File: config.mk
export PLATFORM = sky130hd
export DESIGN_NAME = sync_ram_sr
export DESIGN_NICKNAME = d
export VERILOG_FILES = /design/src/rtl/sram_pkg.sv /design/src/rtl/sram_ctrl.sv /design/src/rtl/sram_store.sv /design/src/rtl/sram_outreg.sv /design/src/rtl/sync_ram_sr.sv
export SDC_FILE = /design/constraint.sdc
export NUM_CORES = 1
export LEC_CHECK = 0
export BUFFER_PORTS_ARGS = -buffer_cell sky130_fd_sc_hd__buf_2
export CORE_MARGIN = 4
export CORE_UTILIZATION = 55
export CTS_CLUSTER_DIAMETER = 40
export DETAILED_ROUTE_END_ITERATION = 8
export PLACE_DENSITY_LB_ADDON = 0.1
export RECOVER_POWER = 50
export SLEW_MARGIN = 5
export SYNTH_ARGS = -nofsm -noshare
export SYNTH_HDL_FRONTEND = slang
export SYNTH_SLANG_ARGS = --single-unit
File: constraint.sdc
create_clock -name clk -period 2.2 [get_ports clk]
set_clock_uncertainty 0.15 [all_clocks]
set_input_delay 0.22 -clock clk [delete_from_list [all_inputs] [get_ports clk]]
set_output_delay 0.22 -clock clk [all_outputs]
set_load 0.01 [all_outputs]
File: src/rtl/sram_pkg.sv
package sram_pkg;

  typedef enum logic [1:0] {
    WM_WRITE_FIRST = 2'd0,
    WM_READ_FIRST  = 2'd1,
    WM_NO_CHANGE   = 2'd2
  } wr_mode_e;

  typedef enum logic [1:0] {
    OUT_HOLD   = 2'd0,
    OUT_MEM    = 2'd1,
    OUT_WDATA  = 2'd2,
    OUT_PRESET = 2'd3
  } out_sel_e;

endpackage

File: src/rtl/sram_ctrl.sv
module sram_ctrl #(
  parameter sram_pkg::wr_mode_e WR_MODE = sram_pkg::WM_WRITE_FIRST
) (
  input  logic                clk_en,
  input  logic                wr_en,
  input  logic                out_preset,
  output logic                mem_we,
  output sram_pkg::out_sel_e  out_sel
);
  import sram_pkg::*;

  out_sel_e write_sel;

  generate
    if (WR_MODE == WM_READ_FIRST) begin : g_rf
      assign write_sel = OUT_MEM;
    end else if (WR_MODE == WM_NO_CHANGE) begin : g_nc
      assign write_sel = OUT_HOLD;
    end else begin : g_wf
      assign write_sel = OUT_WDATA;
    end
  endgenerate

  // array write is independent of the preset; output follows priority
  assign mem_we = clk_en & wr_en;

  always_comb begin
    if (!clk_en)         out_sel = OUT_HOLD;
    else if (out_preset) out_sel = OUT_PRESET;
    else if (wr_en)      out_sel = write_sel;
    else                 out_sel = OUT_MEM;
  end

endmodule

File: src/rtl/sram_store.sv
module sram_store #(
  parameter int WIDTH = 8,
  parameter int DEPTH = 16,
  localparam int AW = $clog2(DEPTH)
) (
  input  logic             clk,
  input  logic             we,
  input  logic [AW-1:0]    addr,
  input  logic [WIDTH-1:0] wdata,
  output logic [WIDTH-1:0] rd_word
);

  logic [WIDTH-1:0] mem [DEPTH];

  always_ff @(posedge clk) begin
    if (we) mem[addr] <= wdata;
  end

  // pre-write contents; registered by the output stage
  assign rd_word = mem[addr];

endmodule

File: src/rtl/sram_outreg.sv
module sram_outreg #(
  parameter int               WIDTH       = 8,
  parameter logic [WIDTH-1:0] PRESET_VAL  = '0,
  parameter logic [WIDTH-1:0] POWERUP_VAL = '0
) (
  input  logic               clk,
  input  sram_pkg::out_sel_e sel,
  input  logic [WIDTH-1:0]   mem_word,
  input  logic [WIDTH-1:0]   wdata,
  output logic [WIDTH-1:0]   q
);
  import sram_pkg::*;

  logic [WIDTH-1:0] q_r = POWERUP_VAL;

  always_ff @(posedge clk) begin
    case (sel)
      OUT_PRESET: q_r <= PRESET_VAL;
      OUT_MEM:    q_r <= mem_word;
      OUT_WDATA:  q_r <= wdata;
      default:    q_r <= q_r;
    endcase
  end

  assign q = q_r;

endmodule

File: src/rtl/sync_ram_sr.sv
module sync_ram_sr #(
  parameter int                   WIDTH       = 8,
  parameter int                   DEPTH       = 16,
  parameter logic [WIDTH-1:0]     PRESET_VAL  = 8'h5A,
  parameter logic [WIDTH-1:0]     POWERUP_VAL = 8'hC3,
  parameter sram_pkg::wr_mode_e   WR_MODE     = sram_pkg::WM_WRITE_FIRST,
  localparam int AW = $clog2(DEPTH)
) (
  input  logic             clk,
  input  logic             clk_en,
  input  logic             wr_en,
  input  logic             out_preset,
  input  logic [AW-1:0]    addr,
  input  logic [WIDTH-1:0] wr_data,
  output logic [WIDTH-1:0] rd_data
);

  logic               mem_we;
  sram_pkg::out_sel_e out_sel;
  logic [WIDTH-1:0]   mem_word;

  sram_ctrl #(.WR_MODE(WR_MODE)) u_ctrl (
    .clk_en     (clk_en),
    .wr_en      (wr_en),
    .out_preset (out_preset),
    .mem_we     (mem_we),
    .out_sel    (out_sel)
  );

  sram_store #(.WIDTH(WIDTH), .DEPTH(DEPTH)) u_store (
    .clk     (clk),
    .we      (mem_we),
    .addr    (addr),
    .wdata   (wr_data),
    .rd_word (mem_word)
  );

  sram_outreg #(
    .WIDTH(WIDTH), .PRESET_VAL(PRESET_VAL), .POWERUP_VAL(POWERUP_VAL)
  ) u_out (
    .clk      (clk),
    .sel      (out_sel),
    .mem_word (mem_word),
    .wdata    (wr_data),
    .q        (rd_data)
  );

endmodule

==> results.cfg <==
[clocking]
clk_pin_slew_ns = 0.06
clock_latency_ns = 0.53
clockBufferDepth = 2
h-tree-depth = 4
cts_buffers = 17
cts-resized-gates = 0
cts-root-buf = clkbuf_8
cts_tree = built
cts.sinks = 136

[logic_synthesis]
synth_top_cell_area_share = 0.752
synth_compound_area_frac = 0.0267
synth_flop_cell = edfxtp_1
yosys.area_share.simple = 0.0491
yosys.area.top_type = edfxtp_1
synth.yosys.warnings = 0
syn_area_per_cell_um2 = 18.7
synth_top_family_by_area = multiplexers
synth-edff-count = 136
ys_seq_area_frac = 0.752
synth_area_leaders = edfxtp_1 (75%), mux4_2 (6.6%), mux2i_1 (5.2%), mux4_1 (1.9%), nand2_1 (1.2%)
async_flop_share = 0
synth-xor-area-share = 0
syn_inst = 290
syn_nets = 309
muxShareOfSynthArea = 0.146
ys_ff_latch = 136
synth.distinct_cells = 29
synthesis.area_um2 = 5430
synthAdderAreaFrac = 0.00691

[drt]
finalWirelength_mm = 11.3
wire_per_inst_um = 22.6
routed_via_density = 5.74
ant_nets = 0
drt_first_pass_iters = 6
drt_iter0_markers = 165
vias = 2860
route.detailed.drc = 0

[final_layout]
nFillCells = 685
layout.nets = 371
area_growth_pct = 18.2
drive_gt1_frac = 0.244
insertedDiodeCount = 0

[critical_path]
cp_data_required_time_ns = 2.30
r2r_slack_ns = 0.47
rr_startpoint = u_store.mem[11][6]
critPathCaptureType = flop
cp_data_arrival_time_ns = 1.83
reg2reg_to = u_out.q[6]
crit_fanout = 1
reg2reg_depth = 4
setup.worst_path.start_class = flop
crit_path_start = u_store.mem[11][6]
path_class = flop to flop
crit_end = u_out.q[6]

[placed_design]
place.gp.congestion = 0.832
io_buffers = 23
dpl.hpwl_mm = 7.39
place_ws_ns = 0.0520

[floorplanning]
fp.coreArea_um2 = 9680
dieArea_um2 = 11500
start_util = 0.561
ios = 24
die_h_um = 107
die_w_um = 107
rows = 36

[global_routing]
grt_pass1_vias = 2949
track_usage = 0.217
grt_antenna_before_repair = 0
grt_overflow = 0
met2_usage = 0.342
grt_pass1_wl_mm = 17.5
grtUsageMet1 = 0.284
grtUsageMet3 = 0.0630
grt_busiest_layer = met2
grt_max_degree = 24

[timing]
min_period_over_period = 0.786
max_freq_ghz = 0.579
tns_ns = 0
hold_viol = 0
max-slew-margin-rel = 0.417
slew_viol_final = 0
fin_ws_ns = 0.472
final-setup-viol-count = 0
rsz0062_at_grt = false
period_minus_slack_ns = 1.73
worstMarginPinSlew_ns = 0.874

[pwr]
vdd_drop_max_mv = 0.504
total_leakage_power_nw = 2.20
power_density_nw_per_um2 = 876

[run_status]
status = completed

[flow_run]
max_cap_violations = 0

[hold_path]
min_path_type = primary input to flop
holdPathStages = 3
==> cell type report <==
cell class	count	area, um2	share of cell area
flip-flops and latches	136	4080	0.636
inverters	4	15.0	0.00234
clock buffers	18	418	0.0651
multi-input cells	134	1240	0.193
well taps	133	166	0.0259
clock inverters	14	86.3	0.0134
repair buffers	59	412	0.0641
==> cell usage in the layout, fill, tap and decap left out, types with 8 or more instances in the layout <==
| master | n |
|---|---|
| edfxtp_1 | 136 |
| mux2i_1 | 28 |
| buf_4 | 24 |
| nand2_1 | 17 |
| mux4_2 | 16 |
| clkbuf_16 | 16 |
| nor2_1 | 14 |
| buf_2 | 14 |
| clkbuf_1 | 12 |
| nand3_1 | 9 |
| dlygate4sd3_1 | 8 |
==> critical path, stage by stage, from the launching register on <==
cell	delay, ns
edfxtp_1	0.39
mux4_2	0.48
mux2_2	0.27
nand2_1	0.06
nand4_1	0.10
==> worst min path at each step <==
stage	slack, ns	start	end
2_1_floorplan	0.17	wr_data[0]	u_store.mem[0][0]
3_3_place_gp	0.48	wr_data[4]	u_store.mem[9][4]
3_5_place_dp	0.49	u_out.q[0]	rd_data[0]
4_1_cts	0.14	addr[2]	u_store.mem[3][0]
5_1_grt	0.16	addr[2]	u_store.mem[0][4]
6_report	0.17	addr[2]	u_store.mem[3][0]
==> cells in the mapped netlist (all sizes together) (4+ instances only) <==
cell type	instances
buf	13
mux2	4
inv	4
mux4	20
nand4	5
nor2	14
o211ai	4
nand3	9
a22oi	4
a21oi	4
a221oi	4
nand2	17
mux2i	28
nor3	4
edfxtp	136
o21ai	6
==> power breakdown <==
| group | leakage [nW] | total, mW | internal, mW | switching, mW |
|---|---|---|---|---|
| sequential | 1.23 | 2.92 | 2.91 | 0.0131 |
| clock | 0.233 | 2.39 | 1.36 | 1.03 |
| combinational | 0.733 | 0.316 | 0.126 | 0.190 |
==> registers in the layout (all words and copies together) (netlist names) <==
name,count
u_out.q,8
u_store.mem,128
==> kinds of logic (layout without fill, tap and decap cells) <==
logic type                 Yosys count  count (layout)
DFF                                136             136
AOI/OAI and AO/OA                   22              22
buffers and inverters               20              95
and+or+nand+nor                     57              57
adders and majority gates            3               3
muxes                               52              52
==> per-stage QoR <==
step,cells,power (mW),hold slack [ns],cell area [um2],utilization
floorplan,290,3.15,0.169,5430,-
global placement,458,3.28,0.481,5860,0.605
detailed placement,458,3.28,0.486,5860,0.605
CTS,498,5.68,0.137,6440,0.665
global route,498,5.84,0.164,6420,0.663
finish,498,5.62,0.174,6420,0.663
==> per-layer routing <==
| metal | vias up | wire length [um] |
|---|---|---|
| li1 | 1290 | - |
| met1 | 1453 | 4730 |
| met2 | 95 | 5630 |
| met3 | 22 | 665 |
| met4 | 0 | 240 |
| met5 | - | 0 |
==> repair_timing <==
| action | CTS | global route |
|---|---|---|
| buffers inserted | 0 | 0 |
| hold buffers | 8 | 0 |
| endpoints found under the hold margin | 128 | 0 |
Note: power is estimated with default switching activity, not from simulation.
